## src/rtl/sram_ctrl_pkg.sv

```systemverilog
package sram_ctrl_pkg;

  typedef enum logic [2:0] {
    ST_IDLE,
    ST_RD_ACCESS,
    ST_RD_CAPTURE,
    ST_WR_SETUP,
    ST_WR_PULSE,
    ST_WR_HOLD,
    ST_TURNAROUND
  } ctrl_state_e;

  typedef struct packed {
    logic ce_n;
    logic we_n;
    logic oe_n;
    logic drv;
  } strobe_t;

  localparam strobe_t STROBE_QUIET = '{ce_n: 1'b1, we_n: 1'b1, oe_n: 1'b1, drv: 1'b0};

  function automatic int cyc_of(input int ns, input int period_ns);
    int c;
    c = (ns + period_ns - 1) / period_ns;
    return (c < 1) ? 1 : c;
  endfunction

  function automatic int imax(input int a, input int b);
    return (a > b) ? a : b;
  endfunction

endpackage

```

## src/rtl/sram_phase_timer.sv

```systemverilog
module sram_phase_timer #(
  parameter int CNT_W = 2
) (
  input  logic             clk,
  input  logic             rst_n,
  input  logic             load,
  input  logic [CNT_W-1:0] load_val,
  output logic             done
);
  logic [CNT_W-1:0] cnt_q;

  always_ff @(posedge clk) begin
    if (!rst_n)               cnt_q <= '0;
    else if (load)            cnt_q <= load_val;
    else if (cnt_q != '0)     cnt_q <= cnt_q - 1'b1;
  end

  assign done = (cnt_q == '0);
endmodule

```

## src/rtl/sram_strobe_decode.sv

```systemverilog
module sram_strobe_decode
  import sram_ctrl_pkg::*;
(
  input  ctrl_state_e state,
  output strobe_t     strobes
);
  always_comb begin
    strobes = STROBE_QUIET;
    case (state)
      ST_RD_ACCESS, ST_RD_CAPTURE: begin
        strobes.ce_n = 1'b0;
        strobes.oe_n = 1'b0;
      end
      ST_WR_SETUP: strobes.ce_n = 1'b0;
      ST_WR_PULSE: begin
        strobes.ce_n = 1'b0;
        strobes.we_n = 1'b0;
        strobes.drv  = 1'b1;
      end
      ST_WR_HOLD: begin
        strobes.ce_n = 1'b0;
        strobes.drv  = 1'b1;
      end
      default: strobes = STROBE_QUIET;
    endcase
  end
endmodule

```

## src/rtl/sram_read_capture.sv

```systemverilog
module sram_read_capture #(
  parameter int DATA_W = 4
) (
  input  logic              clk,
  input  logic              rst_n,
  input  logic              capture,
  input  logic [DATA_W-1:0] bus_in,
  output logic [DATA_W-1:0] rdata,
  output logic              valid
);
  always_ff @(posedge clk) begin
    if (!rst_n) begin
      rdata <= '0;
      valid <= 1'b0;
    end else begin
      valid <= capture;
      if (capture) rdata <= bus_in;
    end
  end
endmodule

```

## src/rtl/sram_strobe_ctrl.sv

```systemverilog
module sram_strobe_ctrl
  import sram_ctrl_pkg::*;
#(
  parameter int ADDR_W        = 16,
  parameter int DATA_W        = 4,
  parameter int CLK_PERIOD_NS = 10,
  parameter int T_WC_NS       = 12,
  parameter int T_PWE_NS      = 8,
  parameter int T_SD_NS       = 8,
  parameter int T_AA_NS       = 12,
  parameter int T_DOE_NS      = 5
) (
  input  logic              clk,
  input  logic              rst_n,
  input  logic              req_valid,
  output logic              req_ready,
  input  logic              req_write,
  input  logic [ADDR_W-1:0] req_addr,
  input  logic [DATA_W-1:0] req_wdata,
  output logic              rsp_valid,
  output logic [DATA_W-1:0] rsp_rdata,
  output logic [ADDR_W-1:0] sram_addr,
  output logic              sram_ce1_n,
  output logic              sram_ce2_n,
  output logic              sram_we_n,
  output logic              sram_oe_n,
  output logic [DATA_W-1:0] sram_dq_out,
  input  logic [DATA_W-1:0] sram_dq_in,
  output logic              sram_dq_oe
);
  // Cycle counts derived from nanosecond minima, rounded up
  localparam int PWE_CYC  = imax(cyc_of(T_PWE_NS, CLK_PERIOD_NS), cyc_of(T_SD_NS, CLK_PERIOD_NS));
  localparam int ACC_CYC  = imax(cyc_of(T_AA_NS, CLK_PERIOD_NS), cyc_of(T_DOE_NS, CLK_PERIOD_NS));
  localparam int WC_CYC   = cyc_of(T_WC_NS, CLK_PERIOD_NS);
  localparam int HOLD_CYC = imax(1, WC_CYC - 1 - PWE_CYC);
  localparam int MAX_CYC  = imax(PWE_CYC, imax(ACC_CYC, HOLD_CYC));
  localparam int CNT_W    = imax(1, $clog2(MAX_CYC));

  ctrl_state_e       state_q, state_d;
  strobe_t           strobe_next, strobe_q;
  logic              accept;
  logic              tmr_load, tmr_done;
  logic [CNT_W-1:0]  tmr_val;
  logic [ADDR_W-1:0] addr_q;
  logic [DATA_W-1:0] wdata_q;

  assign req_ready = (state_q == ST_IDLE);
  assign accept    = req_valid && req_ready;

  always_comb begin
    state_d  = state_q;
    tmr_load = 1'b0;
    tmr_val  = '0;
    case (state_q)
      ST_IDLE: begin
        if (accept) begin
          if (req_write) begin
            state_d = ST_WR_SETUP;
          end else begin
            state_d  = ST_RD_ACCESS;
            tmr_load = 1'b1;
            tmr_val  = CNT_W'(ACC_CYC - 1);
          end
        end
      end
      ST_RD_ACCESS:  if (tmr_done) state_d = ST_RD_CAPTURE;
      ST_RD_CAPTURE: state_d = ST_IDLE;
      ST_WR_SETUP: begin
        state_d  = ST_WR_PULSE;
        tmr_load = 1'b1;
        tmr_val  = CNT_W'(PWE_CYC - 1);
      end
      ST_WR_PULSE: begin
        if (tmr_done) begin
          state_d  = ST_WR_HOLD;
          tmr_load = 1'b1;
          tmr_val  = CNT_W'(HOLD_CYC - 1);
        end
      end
      ST_WR_HOLD:    if (tmr_done) state_d = ST_TURNAROUND;
      ST_TURNAROUND: state_d = ST_IDLE;
      default:       state_d = ST_IDLE;
    endcase
  end

  sram_phase_timer #(.CNT_W(CNT_W)) u_timer (
    .clk      (clk),
    .rst_n    (rst_n),
    .load     (tmr_load),
    .load_val (tmr_val),
    .done     (tmr_done)
  );

  sram_strobe_decode u_decode (
    .state   (state_d),
    .strobes (strobe_next)
  );

  // Strobes registered from the next state: glitch-free pins aligned with state_q
  always_ff @(posedge clk) begin
    if (!rst_n) begin
      state_q  <= ST_IDLE;
      strobe_q <= STROBE_QUIET;
      addr_q   <= '0;
      wdata_q  <= '0;
    end else begin
      state_q  <= state_d;
      strobe_q <= strobe_next;
      if (accept) begin
        addr_q  <= req_addr;
        wdata_q <= req_wdata;
      end
    end
  end

  sram_read_capture #(.DATA_W(DATA_W)) u_capture (
    .clk     (clk),
    .rst_n   (rst_n),
    .capture (state_q == ST_RD_CAPTURE),
    .bus_in  (sram_dq_in),
    .rdata   (rsp_rdata),
    .valid   (rsp_valid)
  );

  assign sram_addr   = addr_q;
  assign sram_ce1_n  = strobe_q.ce_n;
  assign sram_ce2_n  = strobe_q.ce_n;
  assign sram_we_n   = strobe_q.we_n;
  assign sram_oe_n   = strobe_q.oe_n;
  assign sram_dq_oe  = strobe_q.drv;
  assign sram_dq_out = wdata_q;
endmodule

```

## config.mk

```make
export PLATFORM = sky130hd
export DESIGN_NAME = sram_strobe_ctrl
export DESIGN_NICKNAME = d
export VERILOG_FILES = /design/src/rtl/sram_ctrl_pkg.sv /design/src/rtl/sram_phase_timer.sv /design/src/rtl/sram_strobe_decode.sv /design/src/rtl/sram_read_capture.sv /design/src/rtl/sram_strobe_ctrl.sv
export SDC_FILE = /design/constraint.sdc
export NUM_CORES = 1
export LEC_CHECK = 0
export BUFFER_PORTS_ARGS = -buffer_cell sky130_fd_sc_hd__buf_2
export CORE_MARGIN = 2
export CORE_UTILIZATION = 45
export CTS_CLUSTER_SIZE = 20
export DETAILED_ROUTE_END_ITERATION = 8
export PLACE_DENSITY = 0.74
export SYNTH_ARGS = -nofsm -noshare
export SYNTH_HDL_FRONTEND = slang
export SYNTH_SLANG_ARGS = --single-unit
export TNS_END_PERCENT = 50
```

## constraint.sdc

```tcl
create_clock -name clk -period 1.75 [get_ports clk]
set_input_delay 0 -clock clk [delete_from_list [all_inputs] [get_ports clk]]
set_output_delay 0 -clock clk [all_outputs]
set_load 0.02 [all_outputs]
```

### After elaboration in Yosys (flattened, before gate mapping)

Cells that the tools add are included.

* flip-flop bits (word level): 33
* input port bits: 28
* output and inout bits: 31
* word-level logic and storage cells: 43

* add/subtract/negate cells: 1
* equal/unequal tests: 10
* muxes and demuxes: 17
* reductions and logical operators: 5

Operator list (number)
* $pmux 3 s5: 1
* $eq 3x2->1 const B: 4
* $eq 3x3->1 const B: 4
* $mux 3: 4
* $mux 1: 10
* $eq 3x1->1 const B: 2
* $reduce_or 5->1: 1
* $reduce_or 2->1: 2
* $logic_not 3->1: 1
* $pmux 1 s3: 1
* $mux 2: 1
* $logic_and 1x1->1: 1
* $sub 1x1->1 const B: 1

### Depth between registers and ports, before layout

Gate-level depths: netlist of the first run.

* depth after elaboration: 7
* depth in mapped cells: 5
* gate-level depth less buffers: 3

### By module

From an unflattened synthesis of the first run, not the netlist that was laid out.

* cells, all modules: 148
* area total of the unflattened synthesis: 1412.6 µm²

Modules (own cells, without submodules)
* sram_strobe_ctrl: times used 1, cells an instance 124, area each 1152.4 µm², seq. area each 540.5 µm²
* sram_read_capture: times used 1, cells an instance 15, area each 183.9 µm², seq. area each 100.1 µm²
* sram_strobe_decode: times used 1, cells an instance 6, area each 46.3 µm², seq. area each 0.0 µm²
* sram_phase_timer: times used 1, cells an instance 3, area each 30.0 µm², seq. area each 20.0 µm²

### Worst setup path before layout of the first run

No wires, ideal clock.

* path kind: flip-flop to flip-flop
* from: reg state_q[0]
* to: reg addr_q[10], in the netlist sram_addr[10]
* library setup time: 0.116 ns
* arrival time: 1.125 ns
* data required time: 1.634 ns
* path slack: 0.509 ns
* stages on the path, launching flop included: 5
* path buffers: 1
* period minus slack after synthesis: 1.241 ns
* cells stage by stage: dfxtp_1 -> or4b_4 -> buf_6 -> nand2_1 -> a21boi_1

* longest elaborated chain between the ends: 2

RTL lines
* start, declared: RTL line sram_strobe_ctrl.sv:39 `ctrl_state_e state_q, state_d;`
* start signal, assigned: RTL line sram_strobe_ctrl.sv:107 `state_q <= state_d;`
* $logic_not 3->1: RTL line sram_strobe_ctrl.sv:47 `assign req_ready = (state_q == ST_IDLE);`
* $logic_and 1x1->1: RTL line sram_strobe_ctrl.sv:48 `assign accept = req_valid && req_ready;`
* end signal, assigned: RTL line sram_strobe_ctrl.sv:110 `addr_q <= req_addr;`
* end, declared: RTL line sram_strobe_ctrl.sv:44 `logic [ADDR_W-1:0] addr_q;`

No other way between the ends.
A chain may end at the register's enable or synchronous reset.

### Final worst setup path of the first run

* from: reg state_q[0]
* to: reg addr_q[4], in the netlist sram_addr[4]

Same word-level chain as after synthesis.

==> results of run 1 <==
-- layer usage --
metal | vias up | GRT usage
li1 | 631 | -
met2 | 41 | 0.373
met1 | 553 | 0.216
met5 | - | 0
met3 | 8 | 0.0402
met4 | 0 | 0.110
-- report_power, final --
group / total (uW) / leakage, uW / internal [uW] / switching [uW]
Clock: 394 / 0.0000320 / 153 / 242
Sequential: 840 / 0.000270 / 802 / 37.5
Combinational: 345 / 0.000583 / 164 / 181
Total: 1580 / 0.000885 / 1120 / 460
-- worst min-delay path, stage by stage --
cell and delay [ns]:
buf_2 0.13, a21oi_1 0.12, or3_1 0.10
-- state kept, by name, indices dropped and copies added (netlist names) --
name / cells
u_capture.valid: 1
sram_we_n: 1
sram_ce1_n: 1
state_q: 3
sram_addr: 16
sram_dq_out: 4
sram_dq_oe: 1
sram_oe_n: 1
u_capture.rdata: 4
u_timer.cnt_q: 1
-- cells by family after synthesis --
| kind of cell | after synthesis | synth area share |
|---|---|---|
| multiplexers | 4 | 0.0305 |
| AO/OA/AOI/OAI | 27 | 0.146 |
| buffers and inverters | 12 | 0.0600 |
| flip-flops | 33 | 0.503 |
| AND/OR/NAND/NOR | 66 | 0.261 |
-- layout make-up --
class / count / area, um^2 / area share
clock buffer: 6 / 41.3 / 0.0217
clock inverter: 2 / 10.0 / 0.00526
inverter: 1 / 3.75 / 0.00197
multi-input combinational: 97 / 574 / 0.302
sequential: 33 / 661 / 0.347
tap: 31 / 38.8 / 0.0204
timing repair buffer: 87 / 573 / 0.301
-- repair_timing --
item / CTS / global route
endpoints found under the hold margin: 27 / 0
hold buffers: 26 / 0
setup endpoints to repair: 0 / 0
-- worst paths after layout --
kind                                     to  cells past startpoint                       from
hold / removal         sram_oe_n$_SDFF_PN1_                      3                  req_valid
setup / recovery  sram_addr[4]$_SDFFE_PN0P_                      3      state_q[0]$_SDFF_PN0_
setup reg to reg  sram_addr[4]$_SDFFE_PN0P_                      3      state_q[0]$_SDFF_PN0_
hold reg to reg   sram_addr[2]$_SDFFE_PN0P_                      2  sram_addr[2]$_SDFFE_PN0P_
-- cells in the final DEF, fill, tap and decap left out, types with 2 or more instances in the layout --
| cell type | count |
|---|---|
| nor2b_1 | 7 |
| nand2b_1 | 3 |
| buf_4 | 3 |
| o21ai_0 | 2 |
| clkinv_2 | 2 |
| dlygate4sd3_1 | 26 |
| nand2_1 | 42 |
| or3_1 | 2 |
| clkbuf_4 | 5 |
| nor3_1 | 2 |
| a21boi_1 | 20 |
| dfxtp_1 | 33 |
| and2_1 | 2 |
| mux2i_1 | 4 |
| a21oi_1 | 3 |
| buf_2 | 58 |
-- through the flow --
| step | hold WS, ns | util | setup WS (ns) | instances |
|---|---|---|---|---|
| 2_1_floorplan | 0.135 | - | 0.509 | 142 |
| 3_3_place_gp | 0.239 | 0.577 | 0.352 | 223 |
| 3_5_place_dp | 0.248 | 0.577 | 0.308 | 223 |
| 4_1_cts | 0.0314 | 0.690 | 0.277 | 257 |
| 5_1_grt | 0.0657 | 0.690 | 0.187 | 257 |
| 6_report | 0.0478 | 0.690 | 0.277 | 257 |
==> flow_summary.toml, run 1 <==
[synthesis]
synth.distinct_cells = 26
synth_edf_count = 0
ys.flop_type = "dfxtp_1"
ys_ff_latch = 33
synth_top_area_share = 0.503
avgSynthCellArea_um2 = 9.25
seq_area_frac_synth = 0.503
synth_area_leaders = "dfxtp_1 (50%), nand2_1 (12%), a21boi_1 (11%)"
synth.most_common_cell = "nand2_1"
syn_nets = 170
synth_common_cells = "nand2_1 (42), dfxtp_1 (33), a21boi_1 (20)"
synth_top_cell_by_area = "dfxtp_1"
syn-instance-count = 142
synthesis.area_um2 = 1310
synth-async-reset-ratio = 0
yosys_warnings = 0

[grt]
grt_max_degree = 22
grt_pass1_wl_um = 5110
first_global_vias = 1213
antenna_found_initial = 0
grt_overflow_total = 0
grtUsageTotal = 0.203

[critical_path]
r2r_slack_ns = 0.28
path_cells = "or4b_4, nand2_1, a21boi_1"
critPathTopFamily = "simple AND/OR/NAND/NOR gates"
path_class = "reg -> reg"
critPathRequiredTime_ns = 1.97
cpPeakStageDelay_ns = 0.71
cp_slowest_cell = "or4b_4"
start_kind = "register"
crit_buf_inv = 0
worst_setup_path_end_kind = "register"
crit_fanout = 20
cp.arrival_ns = 1.70

[die]
initial_core_util = 0.476
core-area_um2 = 2760
die-area_um2 = 3370
rows = 19
die_x_um = 58.0
die_h_um = 58.0
ioPinCount = 59

[clock_tree]
clockBufferDepth = 2
cts_resized = 0
clkSlewWorstSetupHoldPaths_ns = 0.10
clockRootBuffer = "clkbuf_4"
cts-htree-levels = 2
post_cts_buffers = 0
clock-sinks = 33
cts_tree = "built"
clock_latency_ns = 0.33
numCtsBuffers = 5

[sta]
finClkSkew_ns = 0.00655
setup_tns_ns = 0
rsz0062_at_grt = "false"
slew_viol_final = 0
post-route-min-period_ns = 1.47
fin_crit_sh = 0.842
fmax_mhz = 679
finalSetupViolCount = 0
worst-slew-pin-transition_ns = 0.466
relSlewSlack = 0.689
hold_viol = 0

[power_and_ir_drop]
p_per_area_nw_per_um2 = 831
p_leak_uw = 0.000885
finalPower_uw = 1580
vdd_ir_drop_max_v = 0.000617

[layout]
nNetsFinal = 253
fin_area_um2 = 1900
syn_to_final_growth_pct = 44.8
diodes = 0
n_fill_cell = 225
drive_above_1_share = 0.314

[routing]
drc = 0
wirelength_um = 3010
dr_total_vias = 1233
drtPass1Iterations = 4
wl_met1_um = 1230
avgRoutedWirePerCell_um = 11.7
highest_layer = "met4"
dr.first_iter.drc_count = 64
via_per_inst = 4.80
ant_nets = 0
wl_met3_um = 172
wl_met2_um = 1530

[placed_design]
dpl.hpwl_um = 2040
placed_area_um2 = 1590
place.gp.congestion = 0.713
port-buffer-count = 58

[hold_path]
worstHoldPathType = "in -> reg"

[job]
cap_violations = 0

[outcome]
status = "completed"
No activity file was read; power rests on OpenSTA's default activity.
==> inputs of run 2 (changes only) <==
CORE_UTILIZATION = 41   (was 45)
PLACE_DENSITY = 0.71   (was 0.74)
clock period = 1.2 ns   (was 1.75 ns; I/O delays follow)
==> run 2 against run 1 <==
Compared with the run above: the run now ends with negative setup slack left; combinational power rose by 77%; critical path depth stayed put; die area is 9.1% higher; clock skew about the same; fmax up 13%; cell area grew 8.1%; largest cell class is now non-clock buffers; largest power group unchanged; sequential share of layout area decreased by 2.5 points; critical path type unchanged; utilization down 1.6 points; final cell count increased by 9.3%; global-route usage decreased by 1.4 points.
==> flow_summary.toml, run 2 (synthesis results as in run 1) <==
[outcome]
status = "finished, violations left"
violations = "negative setup slack"

[routing]
avgRoutedWirePerCell_um = 11.8
via_per_inst = 4.67
wirelength_um = 3320
dr_total_vias = 1311
drtPass1Iterations = 4
ant_nets = 0
drc = 0
dr.first_iter.drc_count = 34

[critical_path]
r2r_slack_ns = -0.11
critPathRequiredTime_ns = 1.43
critPathTopFamily = "simple AND/OR/NAND/NOR gates"
crit_buf_inv = 0
path_cells = "or4b_4, nand2_1, a21boi_1"
path_class = "reg -> reg"
start_kind = "register"
cp.arrival_ns = 1.54
cp_slowest_cell = "or4b_4"
worst_setup_path_end_kind = "register"
crit_fanout = 20
cpPeakStageDelay_ns = 0.67

[clock_tree]
numCtsBuffers = 5
clockBufferDepth = 2
cts_tree = "built"
clock-sinks = 33
clockRootBuffer = "clkbuf_4"
clkSlewWorstSetupHoldPaths_ns = 0.09
cts-htree-levels = 2
clock_latency_ns = 0.34

[die]
rows = 20
die-area_um2 = 3670
initial_core_util = 0.430
die_x_um = 60.6
ioPinCount = 59
die_h_um = 60.6
core-area_um2 = 3050

[layout]
diodes = 0
final_core_util = 0.673
drive_above_1_share = 0.388
multiInputGateArea_um2 = 609
seq_area_um2 = 663
n_fill_cell = 279
largest_reg_flops = 16
nNetsFinal = 264
final_common_cell = "buf_2"
syn_to_final_growth_pct = 56.5
layout_common_cells = "buf_2 (59), nand2_1 (37), dfxtp_1 (31)"

[placed_design]
place.gp.congestion = 0.743
dpl.hpwl_um = 2060
port-buffer-count = 58

[job]
cap_violations = 0

[grt]
grt_max_degree = 21
grt_pass1_wl_um = 5170
first_global_vias = 1209
antenna_found_initial = 0
grt_overflow_total = 0
grtUsageTotal = 0.189

[sta]
hold_viol = 0
fin_crit_sh = 1.09
fmax_mhz = 766
setup_tns_ns = -1.75
rsz0062_at_grt = "true"
slew_viol_final = 0
post-route-min-period_ns = 1.31
relSlewSlack = 0.853
finalSetupViolCount = 20
worst-slew-pin-transition_ns = 0.220
setup_slack_ns = -0.106
finClkSkew_ns = 0.00630

[power_and_ir_drop]
p_leak_uw = 0.000948
vdd_ir_drop_max_v = 0.000649
p_per_area_nw_per_um2 = 1170

[hold_path]
worstHoldPathType = "in -> reg"
[run 2: what timing repair did]
item                       CTS  global route
hold buffers                26             0
resized for setup            5            13
setup endpoints to repair   21            27
setup buffers                0             4
hold endpoints to repair    27             0
gates cloned                 2             0
pin swaps                   19            12
[run 2: worst register-to-register path: stages (launching register included)]
cell and delay, ns:
dfxtp_2 0.34, or4b_4 0.67, nand2_1 0.13, a21boi_1 0.07
[run 2: path summary, 6_finish.rpt]
kind	depth (start not counted)	endpoint	from
worst max register to register	3	sram_addr[6]$_SDFFE_PN0P_	state_q[1]$_SDFF_PN0_
worst min-delay path	3	sram_oe_n$_SDFF_PN1_	req_valid
worst min register to register	2	sram_dq_out[2]$_SDFFE_PN0P_	sram_dq_out[2]$_SDFFE_PN0P_
worst max-delay path	3	sram_addr[6]$_SDFFE_PN0P_	state_q[1]$_SDFF_PN0_
[run 2: metal layers]
layer  track usage  routed length [um]
met1         0.222                1410
met2         0.320                1650
met3        0.0618                 193
met4        0.0745                  55
met5             0                   0
[run 2: area by class of cell]
type,count,share of cell area
flip-flops and latches,33,0.323
multi-input cells,97,0.296
well taps,44,0.0268
clock buffers,8,0.0237
inverters,1,0.00183
repair buffers,98,0.329
[run 2: stage by stage]
stage / total power (uW) / cell area, um^2 / setup WS, ns / hold slack [ns] / cells
2_1_floorplan: 1550 / 1320 / -0.00409 / 0.139 / 142
3_3_place_gp: 1690 / 1650 / -0.0370 / 0.246 / 241
3_5_place_dp: 1710 / 1650 / -0.0811 / 0.251 / 241
4_1_cts: 2380 / 1980 / -0.0955 / 0.0518 / 277
5_1_grt: 2540 / 2060 / -0.153 / 0.0591 / 281
6_report: 2400 / 2060 / -0.106 / 0.0585 / 281
[run 2: power breakdown]
group,switching (uW),internal [uW],leakage [uW]
clock network,348,233,0.0000265
registers,37.8,1170,0.000271
logic,311,299,0.000651
total,696,1700,0.000948
